==> config.mk <==
export PLATFORM = sky130hd
export DESIGN_NAME = sig_presence_det
export DESIGN_NICKNAME = d
export VERILOG_FILES = /design/src/rtl/spd_pkg.sv /design/src/rtl/spd_thr_sel.sv /design/src/rtl/spd_compare.sv /design/src/rtl/spd_persist.sv /design/src/rtl/sig_presence_det.sv
export SDC_FILE = /design/constraint.sdc
export NUM_CORES = 1
export LEC_CHECK = 0
export ABC_CLOCK_PERIOD_IN_PS = 4000
export BUFFER_PORTS_ARGS = -buffer_cell sky130_fd_sc_hd__buf_2
export CAP_MARGIN = 20
export CORE_ASPECT_RATIO = 0.9
export CORE_MARGIN = 5
export CORE_UTILIZATION = 40
export CTS_BUF_LIST = sky130_fd_sc_hd__clkbuf_8 sky130_fd_sc_hd__clkbuf_16
export DETAILED_ROUTE_END_ITERATION = 12
export GPL_TIMING_DRIVEN = 0
export PLACE_DENSITY = 0.6
export SYNTH_ARGS = -nofsm -noshare
export SYNTH_HDL_FRONTEND = slang
export SYNTH_SLANG_ARGS = --single-unit
==> constraint.sdc <==
create_clock -name clk -period 4 [get_ports clk]
set_clock_uncertainty 0.2 [all_clocks]
set_input_delay 0.2 -clock clk [delete_from_list [all_inputs] [get_ports clk]]
set_output_delay 0.2 -clock clk [all_outputs]
set_load 0.05 [all_outputs]
==> src/rtl/spd_pkg.sv <==
package spd_pkg;

    typedef enum logic {
        SPD_CARRIER = 1'b0,
        SPD_TONE    = 1'b1
    } spd_mode_e;

endpackage

==> src/rtl/spd_thr_sel.sv <==
module spd_thr_sel
    import spd_pkg::*;
#(
    parameter int LW = 12
) (
    input  spd_mode_e       mode_i,
    input  logic [LW-1:0]   car_on_i,
    input  logic [LW-1:0]   car_off_i,
    input  logic [LW-1:0]   tone_on_i,
    input  logic [LW-1:0]   tone_off_i,
    output logic [LW-1:0]   on_thr_o,
    output logic [LW-1:0]   off_thr_o
);

    // The threshold pair follows the live mode input, so the first edge
    // after a mode switch already compares against the new pair.
    always_comb begin
        if (mode_i == SPD_TONE) begin
            on_thr_o  = tone_on_i;
            off_thr_o = tone_off_i;
        end else begin
            on_thr_o  = car_on_i;
            off_thr_o = car_off_i;
        end
    end

endmodule

==> src/rtl/spd_compare.sv <==
module spd_compare #(
    parameter int LW = 12
) (
    input  logic [LW-1:0] level_i,
    input  logic [LW-1:0] on_thr_i,
    input  logic [LW-1:0] off_thr_i,
    output logic          above_on_o,
    output logic          below_off_o
);

    // Strict comparisons on both sides: a level equal to either
    // threshold sits inside the hysteresis band.
    always_comb begin
        above_on_o  = (level_i > on_thr_i);
        below_off_o = (level_i < off_thr_i);
    end

endmodule

==> src/rtl/spd_persist.sv <==
module spd_persist
    import spd_pkg::*;
#(
    parameter int CW          = 20,
    parameter int DEF_ON_CYC  = 1_000_000,
    parameter int DEF_OFF_CYC = 400_000
) (
    input  logic          clk,
    input  logic          rst_n,
    input  spd_mode_e     mode_i,
    input  logic          above_on_i,
    input  logic          below_off_i,
    input  logic [CW-1:0] on_cycles_i,
    input  logic [CW-1:0] off_cycles_i,
    output logic          det_o,
    output logic          tone_o
);

    localparam logic [CW-1:0] DEF_ON  = CW'(DEF_ON_CYC);
    localparam logic [CW-1:0] DEF_OFF = CW'(DEF_OFF_CYC);
    localparam logic [CW-1:0] ONE     = CW'(1);

    typedef struct packed {
        spd_mode_e     mode;
        logic          det;
        logic          tone;
        logic [CW-1:0] on_cnt;
        logic [CW-1:0] off_cnt;
    } st_t;

    st_t st_d, st_q;

    logic [CW-1:0] on_lim, off_lim;
    logic          flag_q, flag_n, mode_chg;
    logic          on_done, off_done;

    always_comb begin
        on_lim   = (on_cycles_i  == '0) ? DEF_ON  : on_cycles_i;
        off_lim  = (off_cycles_i == '0) ? DEF_OFF : off_cycles_i;
        flag_q   = st_q.det | st_q.tone;
        mode_chg = (mode_i != st_q.mode);
        on_done  = (st_q.on_cnt  >= on_lim  - ONE);
        off_done = (st_q.off_cnt >= off_lim - ONE);
    end

    always_comb begin
        st_d      = st_q;
        st_d.mode = mode_i;
        flag_n    = flag_q;
        if (mode_chg) begin
            flag_n       = 1'b0;
            st_d.on_cnt  = '0;
            st_d.off_cnt = '0;
        end else if (!flag_q) begin
            st_d.off_cnt = '0;
            if (above_on_i) begin
                if (on_done) begin
                    flag_n      = 1'b1;
                    st_d.on_cnt = '0;
                end else begin
                    st_d.on_cnt = st_q.on_cnt + ONE;
                end
            end else begin
                st_d.on_cnt = '0;
            end
        end else begin
            st_d.on_cnt = '0;
            if (below_off_i) begin
                if (off_done) begin
                    flag_n       = 1'b0;
                    st_d.off_cnt = '0;
                end else begin
                    st_d.off_cnt = st_q.off_cnt + ONE;
                end
            end else begin
                st_d.off_cnt = '0;
            end
        end
        st_d.det  = flag_n & (mode_i == SPD_CARRIER);
        st_d.tone = flag_n & (mode_i == SPD_TONE);
    end

    always_ff @(posedge clk or negedge rst_n) begin
        if (!rst_n) begin
            st_q <= '{mode: SPD_CARRIER, det: 1'b0, tone: 1'b0,
                      on_cnt: '0, off_cnt: '0};
        end else begin
            st_q <= st_d;
        end
    end

    assign det_o  = st_q.det;
    assign tone_o = st_q.tone;

    // the flag can only rise after an edge at which the level was above
    a_r2_rise_needs_above: assert property (@(posedge clk) disable iff (!rst_n)
        $rose(flag_q) |-> $past(above_on_i));

    // the flag only falls on a below-off sample or a mode change
    a_r4_fall_needs_below: assert property (@(posedge clk) disable iff (!rst_n)
        $fell(flag_q) |-> ($past(below_off_i) || $past(mode_chg)));

    // a not-above sample while clear leaves the on-timer at zero
    a_r3_on_restart: assert property (@(posedge clk) disable iff (!rst_n)
        (!flag_q && !above_on_i) |=> (st_q.on_cnt == '0));

    // a not-below sample while set leaves the off-timer at zero
    a_r5_off_restart: assert property (@(posedge clk) disable iff (!rst_n)
        (flag_q && !below_off_i && !mode_chg) |=> (st_q.off_cnt == '0 && flag_q));

    // a mode change clears the flag and both timers
    a_r8_mode_clear: assert property (@(posedge clk) disable iff (!rst_n)
        mode_chg |=> (!flag_q && st_q.on_cnt == '0 && st_q.off_cnt == '0));

endmodule

==> src/rtl/sig_presence_det.sv <==
module sig_presence_det
    import spd_pkg::*;
#(
    parameter int LW          = 12,
    parameter int CW          = 20,
    parameter int DEF_ON_CYC  = 1_000_000,
    parameter int DEF_OFF_CYC = 400_000
) (
    input  logic          clk,
    input  logic          rst_n,
    input  logic          mode,
    input  logic [LW-1:0] level,
    input  logic [LW-1:0] car_on_thr,
    input  logic [LW-1:0] car_off_thr,
    input  logic [LW-1:0] tone_on_thr,
    input  logic [LW-1:0] tone_off_thr,
    input  logic [CW-1:0] on_cycles,
    input  logic [CW-1:0] off_cycles,
    output logic          det,
    output logic          tone_lvl_ok
);

    spd_mode_e     mode_e;
    logic [LW-1:0] on_thr, off_thr;
    logic          above_on, below_off;

    assign mode_e = spd_mode_e'(mode);

    spd_thr_sel #(.LW(LW)) thr_i (
        .mode_i     (mode_e),
        .car_on_i   (car_on_thr),
        .car_off_i  (car_off_thr),
        .tone_on_i  (tone_on_thr),
        .tone_off_i (tone_off_thr),
        .on_thr_o   (on_thr),
        .off_thr_o  (off_thr)
    );

    spd_compare #(.LW(LW)) cmp_i (
        .level_i     (level),
        .on_thr_i    (on_thr),
        .off_thr_i   (off_thr),
        .above_on_o  (above_on),
        .below_off_o (below_off)
    );

    spd_persist #(
        .CW          (CW),
        .DEF_ON_CYC  (DEF_ON_CYC),
        .DEF_OFF_CYC (DEF_OFF_CYC)
    ) per_i (
        .clk          (clk),
        .rst_n        (rst_n),
        .mode_i       (mode_e),
        .above_on_i   (above_on),
        .below_off_i  (below_off),
        .on_cycles_i  (on_cycles),
        .off_cycles_i (off_cycles),
        .det_o        (det),
        .tone_o       (tone_lvl_ok)
    );

    // the two qualified outputs are mutually exclusive
    a_r10_exclusive: assert property (@(posedge clk) disable iff (!rst_n)
        !(det && tone_lvl_ok));

    // in tone mode det is low one edge after the mode is seen
    a_r7_det_low_in_tone: assert property (@(posedge clk) disable iff (!rst_n)
        (mode == 1'b1) |=> !det);

endmodule

After elaboration in Yosys (flattened, before gate mapping)
Cells that the tools add are included.

Muxes and demuxes: 16. Reduce and logical (&&, ||, !) cells: 2. Bitwise gates (word level): 4. $add $sub $neg: 4. Magnitude comparators: 4. Eq/ne operators: 1.

Operators with widths (count): 20-bit 2-to-1 mux (6); 40-bit 2-to-1 mux (2); 20-bit by 1-bit adder with 20-bit output (second input constant) (2); 20-bit >= comparator (2); 20-bit zero test (2); 20-bit by 1-bit subtractor with 20-bit output (second input constant) (2); 12-bit 2-to-1 mux (2); 12-bit > comparator (1); 12-bit < comparator (1); 1-bit 2-to-1 mux (6); 1-bit AND (2); 1-bit != test (1); 1-bit NOT (1); 1-bit bitwise OR (1).

Logic and storage cells: 36. Input port bits: 103. Bits in registers: 43.

Logic depth before layout (Yosys ltp)
Gate-level depths: netlist of run 1.

Word-level depth: 9. Mapped depth: 13.

Cells and area by module
A second synthesis of run 1 with hierarchy kept.

Cells, all modules: 495. Area total of the unflattened synthesis: 4445.5 µm².

By module, submodules not included: spd_persist (area an instance 3469.6 µm², cells each 391, seq. area each 1076.0 µm², instances 1); spd_compare (area an instance 579.3 µm², cells each 77, seq. area each 0.0 µm², instances 1); spd_thr_sel (area an instance 396.6 µm², cells each 27, seq. area each 0.0 µm², instances 1).

Worst setup path before layout of run 1
OpenSTA, ideal clock, no wires.

Kind: in2reg. From: in on_cycles[3]. To: reg per_i.st_q[22] (netlist bit). Arrival: 3.485 ns. Stages: 13. Path buffers: 1. Data required time: 3.728 ns. Slack: 0.242 ns. Path through: or4_1 nor4_2 a21bo_2 or2_1 or3_1 xor2_1 ha_1 a21oi_1 a21oi_1 a2111o_1 nand4bb_1 clkbuf_1 nor2_1.

RTL lines: start, declared (RTL line sig_presence_det.sv:17) `input logic [CW-1:0] on_cycles,`; end signal, assigned (RTL line spd_persist.sv:85) `st_q <= '{mode: SPD_CARRIER, det: 1'b0, tone: 1'b0,`; end signal, assigned (RTL line spd_persist.sv:88) `st_q <= st_d;`; end, declared (RTL line spd_persist.sv:31) `st_t st_d, st_q;`.

==> out/qor.txt, run 1 <==
Outcome - finished clean
Number of CTS-inserted buffers - 5
Final hold vios - 0
Fill cells - 974
Post-synth ARST share - 100%
Yosys top cell by area - dfrtp_1
Final Setup Violations - 0
Skew-Pair Late Insertion Delay - 0.27 ns
Syn Area/Cell - 8.89 µm²
Synthesized cell area - 4160 µm²
First-pass GRT wire length - 16.3 mm
Number of synthesized flops with an enable pin - 0
Seq cells post-synth - 43
Area Overhead vs Synth - 22.6%
Synth top area cells - dfrtp_1, ha_1, xor2_1, nor2_1, xnor2_1
Ys Warns - 0
DR iter-0 viols - 115
CP Capture Type - flop
Reg-to-reg endpoint - per_i.st_q[14]$_DFF_PN0_
Post-Route WL - 9.64 mm
Largest net degree at the start of global routing - 44
Hold slack - 0.0747 ns
DRC - 0
Final GP Congestion - 0.761
Power per cell area - 225 nW/µm²
Met2 wire length - 4.54 mm
Rows - 35
Top cell type's share of synthesized area - 25.9%
Leakage power - 2.41 nW
CP max FO - 5
Post-synth cell types - 51
Vias in the first global route - 3713
Worst R2R Path Depth - 9
Top_reg_cell synth - dfrtp_1
Fmax - 267 MHz
Proportion of layout cells with a drive suffix above 1 - 21.9%
Mapped Cells - 468
RSZ-0062 raised after global routing - yes
R2r setup slk - 1.29 ns
Clock root cell - clkbuf_16
DR top layer - met4
IO Count - 105
Startpoint types - input pin
Residual overflow from global routing - 0
Antenna-violating nets left - 0
Starting density of the core - 40.8%
Post-synthesis sequential area ratio - 25.9%
Die ar. - 12500 µm²
Syn_nets - 636
Worst Path Class, Setup - in -> reg
Tmin final - 3.75 ns
Wire per inst - 13.5 µm
Clock transition at path regs - 0.06 ns
H-tree depth - 2
Power, Total - 1.15 mW
Critical Path AT - 3.68 ns
1st-pass router iterations - 4
Worst R2R Start - per_i.st_q[0]$_DFF_PN0_
Routed met1 length - 4.70 mm
Worst slew pin tran - 0.739 ns
Fin crit share - 93.8%
Initial antenna violation count - 0
Die H - 107 µm
Via/cell ratio - 5.16
Total track usage - 15.3%
Routed length on met3 - 302 µm
Vias post-DR - 3682
Clock sinks - 43
CP Data Required Time - 3.93 ns
Detail Placement HPWL - 8.19 mm
Max Cap Viol - 0
Most numerous cell in the Yosys netlist - nor2_1
Core region area - 10200 µm²
Post-synth top cells - nor2_1, ha_1, dfrtp_1
Pins Over Slew Limit - 0
Port bufs - 104
# diodes - 0
HP Class - in -> async
Die Span X - 117 µm
Peak VDD IR - 0.156 mV
Fin nets - 751
Max Root-Sink Buffers - 2
Slew headroom - 50.8%
CTS tree - done
kinds of logic (layout without fill, tap and decap cells):
family	after synthesis	count (layout)	share of synthesized area, %
xor+xnor	65	65	13.7
mux	24	24	5.84
compound gates	60	60	9.60
simple gates	195	195	24.0
buf+inv	16	132	1.44
fa+ha+maj	65	65	19.6
flops	43	43	25.9
cell type report:
| type | count | area, µm² | share of cell area, % |
|---|---|---|---|
| clock buffers | 6 | 139 | 2.72 |
| clock inverters | 2 | 35.0 | 0.687 |
| plain buffers | 8 | 40.0 | 0.785 |
| flip-flops and latches | 43 | 1080 | 21.1 |
| inverters | 8 | 30.0 | 0.589 |
| multi-input cells | 409 | 3050 | 59.8 |
| repair buffers | 108 | 568 | 11.1 |
| well taps | 129 | 161 | 3.17 |
state kept, by name, summed over array words and instances, names as in the netlist:
| register | count |
|---|---|
| per_i.tone_o | 1 |
| per_i.st_q | 41 |
| per_i.det_o | 1 |
report_power, final:
group          leakage (nW)  internal, mW  switching [mW]
sequential            0.598         0.437         0.00295
clock                0.0868         0.310           0.156
combinational          1.72         0.115           0.125
total                  2.41         0.862           0.283
worst max-delay path, cell delays in order:
cell and delay [ns]:
buf_2 0.12, or4_4 0.56, or4_4 0.44, a211o_1 0.31, nor4_1 0.33, xor2_1 0.14
ha_1 0.31, nand4_1 0.13, nor4_1 0.47, o41ai_2 0.18, a311oi_1 0.37, nor4_1 0.10
stage by stage:
step	worst slack (ns)	utilization, %	cells	setup TNS [ns]	cell area (µm²)
detailed placement	-0.474	47.4	701	-13.92	4840
floorplan	0.242	-	468	0	4160
global placement	-0.377	47.4	701	-9.27	4840
CTS	0.0436	49.4	711	0	5040
global route	-0.00840	50.0	713	-0.00840	5100
finish	0.248	50.0	713	0	5100
worst max-delay path by stage:
stage                     slack (ns)                  endpoint  cells past startpoint           from
after floorplan                 0.24  per_i.st_q[22]$_DFF_PN0_                     13   on_cycles[3]
after global placement         -0.38  per_i.st_q[23]$_DFF_PN0_                     14   on_cycles[3]
after detailed placement       -0.47  per_i.st_q[36]$_DFF_PN0_                     14   on_cycles[3]
after CTS                       0.04  per_i.st_q[15]$_DFF_PN0_                     13  off_cycles[1]
after global routing          -0.008  per_i.st_q[36]$_DFF_PN0_                     14   on_cycles[3]
final                           0.25     per_i.det_o$_DFF_PN0_                     12  off_cycles[1]
what timing repair did:
item	in CTS	in global routing
setup endpoints to repair	20	41
hold buffers	2	0
setup buffers	0	1
pin swaps	0	1
resized for setup	3	13
hold endpoints to repair	44	0
layer usage:
layer	vias up	track usage (%)
met5	-	0
met4	0	3.60
met3	6	2.06
met2	56	26.5
met1	1683	20.2
li1	1937	-
placed cells by master (no fill, tap or decap), types with 6 or more instances in the layout:
cell type and count:
inv_1 8, o21ai_0 8, xor2_1 39, nand3_1 28
nor4_1 8, a21oi_1 18, nand4_1 13, mux2i_1 22
buf_2 104, nor3_1 13, ha_1 65, and3_1 13
or3_1 6, xnor2_1 26, nor2_1 75, dfrtp_1 43
nand2_1 15
Power figures use the tool's default switching activity.
==> inputs of run 2 (changes only) <==
--- a/config.mk
+++ b/config.mk
@@ -15,6 +15,8 @@
 export DETAILED_ROUTE_END_ITERATION = 12
 export GPL_TIMING_DRIVEN = 0
 export PLACE_DENSITY = 0.6
+export SETUP_SLACK_MARGIN = 0.4
+export SKIP_CTS_REPAIR_TIMING = 1
 export SYNTH_ARGS = -nofsm -noshare
 export SYNTH_HDL_FRONTEND = slang
 export SYNTH_SLANG_ARGS = --single-unit
==> out/qor.txt, run 2 (same netlist as run 1, synthesis figures left out) <==
Slew headroom - 37.6% (-13 points)
Final hold vios - 0 (unchanged)
Clock transition at path regs - 0.06 ns (about the same)
Routed met1 length - 4.59 mm (-2.3%)
CP max FO - 10 (+5)
Met2 wire length - 4.88 mm (+7.5%)
Setup TNS - 0 ns (unchanged)
H-tree depth - 2 (unchanged)
Clock root cell - clkbuf_16
DR top layer - met4
Number of CTS-inserted buffers - 5 (unchanged)
CTS tree - done
CP Capture Type - flop
Pins Over Slew Limit - 0 (unchanged)
CP Data Required Time - 4.01 ns (+0.08 ns)
Largest net degree at the start of global routing - 44 (unchanged)
Leakage power - 2.48 nW (+3.0%)
Outcome - finished clean
Critical Path AT - 3.70 ns (+0.02 ns)
Hold slack - 0.317 ns (+0.242 ns)
Antenna-violating nets left - 0 (unchanged)
Reg-to-reg endpoint - per_i.st_q[2]$_DFF_PN0_
Multi-input gate area - 3260 µm² (+6.8%)
Hold Path Origin - per_i.st_q[0]$_DFF_PN0_
Most common cell after layout, fill and taps aside - buf_2
RSZ-0062 raised after global routing - yes
Hold EP - per_i.st_q[0]$_DFF_PN0_
Port bufs - 104 (unchanged)
R2r setup slk - 1.25 ns (-0.04 ns)
Max Root-Sink Buffers - 2 (unchanged)
Routed length on met3 - 302 µm (unchanged)
Fin crit share - 92.3% (-1.5 points)
Detail Placement HPWL - 8.00 mm (-2.3%)
Final GP Congestion - 0.803 (+5.5%)
Startpoint types - input pin
Hold Path Depth - 1
Top reg by flops - per_i.st_q
Worst slew pin tran - 0.936 ns (+0.198 ns)
Worst Path Class, Setup - in -> reg
Starting density of the core - 40.8% (unchanged)
Power, Total - 1.09 mW (-5.2%)
Initial antenna violation count - 0 (unchanged)
DR iter-0 viols - 62 (-46%)
Sequential cell area - 1080 µm² (unchanged)
Proportion of layout cells with a drive suffix above 1 - 27.9% (+6.0 points)
Fmax - 271 MHz (+1.6%)
Area Overhead vs Synth - 29.9%
Vias post-DR - 3755 (+2.0%)
IO Count - 105 (unchanged)
Post-Route WL - 9.81 mm (+1.8%)
Die ar. - 12500 µm² (unchanged)
Worst R2R Start - per_i.st_q[0]$_DFF_PN0_
Fin nets - 760 (+1.2%)
Max reg flops - 41 (unchanged)
Fill cells - 952 (-2.3%)
Die Span X - 117 µm (unchanged)
Total track usage - 15.1% (-0.18 points)
Peak VDD IR - 0.123 mV (-21%)
Core region area - 10200 µm² (unchanged)
Max Cap Viol - 0 (unchanged)
Vias in the first global route - 3762 (+1.3%)
Most frequent cells in the layout - buf_2, ha_1, nor2_1, dfrtp_1, xor2_1
Die H - 107 µm (unchanged)
Residual overflow from global routing - 0 (unchanged)
Clock sinks - 43 (unchanged)
HP Class - reg -> reg
# diodes - 0 (unchanged)
Power per cell area - 201 nW/µm² (-11%)
Wire per inst - 13.6 µm (+0.71%)
First-pass GRT wire length - 16.3 mm (about the same)
Rows - 35 (unchanged)
Final Setup Violations - 0 (unchanged)
1st-pass router iterations - 4 (unchanged)
Tmin final - 3.69 ns (-0.0584 ns)
Worst R2R Path Depth - 10 (+1)
DRC - 0 (unchanged)
Via/cell ratio - 5.21 (+0.85%)
Skew-Pair Late Insertion Delay - 0.28 ns (about the same)
==> run 2: cell types whose count changed in the layout (fill, tap and decap cells not counted), sizes merged <==
cell    before  now
buf        108  119
clkbuf      12   10
bufinv       1    0
==> run 2: metal layers <==
metal	vias up	track usage [%]
met1	1732	19.4
met2	54	26.8
met5	-	0
met4	0	3.11
li1	1965	-
met3	4	2.48
==> run 2: cell type report <==
type                       instances  share of cell area (%)
sequential                        43                    19.9
timing repair buffer             117                    12.3
clock inverter                     1                  0.0927
inverter                           8                   0.556
tap                              129                    2.99
clock buffer                       6                    2.57
buffer                             8                    1.25
multi-input combinational        409                    60.3
==> run 2: where the power goes <==
group | switching, mW | leakage (nW) | internal (mW) | total, mW
Combinational | 0.131 | 1.81 | 0.124 | 0.254
Sequential | 0.00262 | 0.598 | 0.437 | 0.440
Clock | 0.148 | 0.0727 | 0.243 | 0.391
==> run 2: metrics by stage <==
step	setup WS, ns	utilization, %	std cells	cell area [µm²]
3_5_place_dp	-0.302	47.6	701	4860
4_1_cts	-0.00695	49.0	708	5000
3_3_place_gp	-0.190	47.6	701	4860
2_1_floorplan	0.377	-	468	4180
5_1_grt	0.182	52.9	721	5400
6_report	0.306	52.9	721	5400
==> run 2: critical path, cell delays in order <==
cell and delay [ns]:
buf_8 0.09, or4_4 0.57, nor4_4 0.36, a21bo_2 0.27, or2_4 0.23, or3_1 0.32, xor2_1 0.16, ha_1 0.31
nand4_1 0.15, nor2_1 0.06, a2111o_1 0.41, nand4bb_4 0.29, buf_6 0.18, nor2_1 0.10
==> run 2: worst max path at each step <==
stage / to / startpoint / cells after the start / slack (ns)
finish: per_i.st_q[38]$_DFF_PN0_ / on_cycles[3] / 14 / 0.31
global route: per_i.st_q[13]$_DFF_PN0_ / off_cycles[1] / 15 / 0.18
CTS: per_i.st_q[17]$_DFF_PN0_ / off_cycles[1] / 13 / -0.007
detailed placement: per_i.st_q[14]$_DFF_PN0_ / off_cycles[1] / 13 / -0.30
global placement: per_i.st_q[19]$_DFF_PN0_ / off_cycles[1] / 13 / -0.19
floorplan: per_i.st_q[22]$_DFF_PN0_ / on_cycles[3] / 13 / 0.38
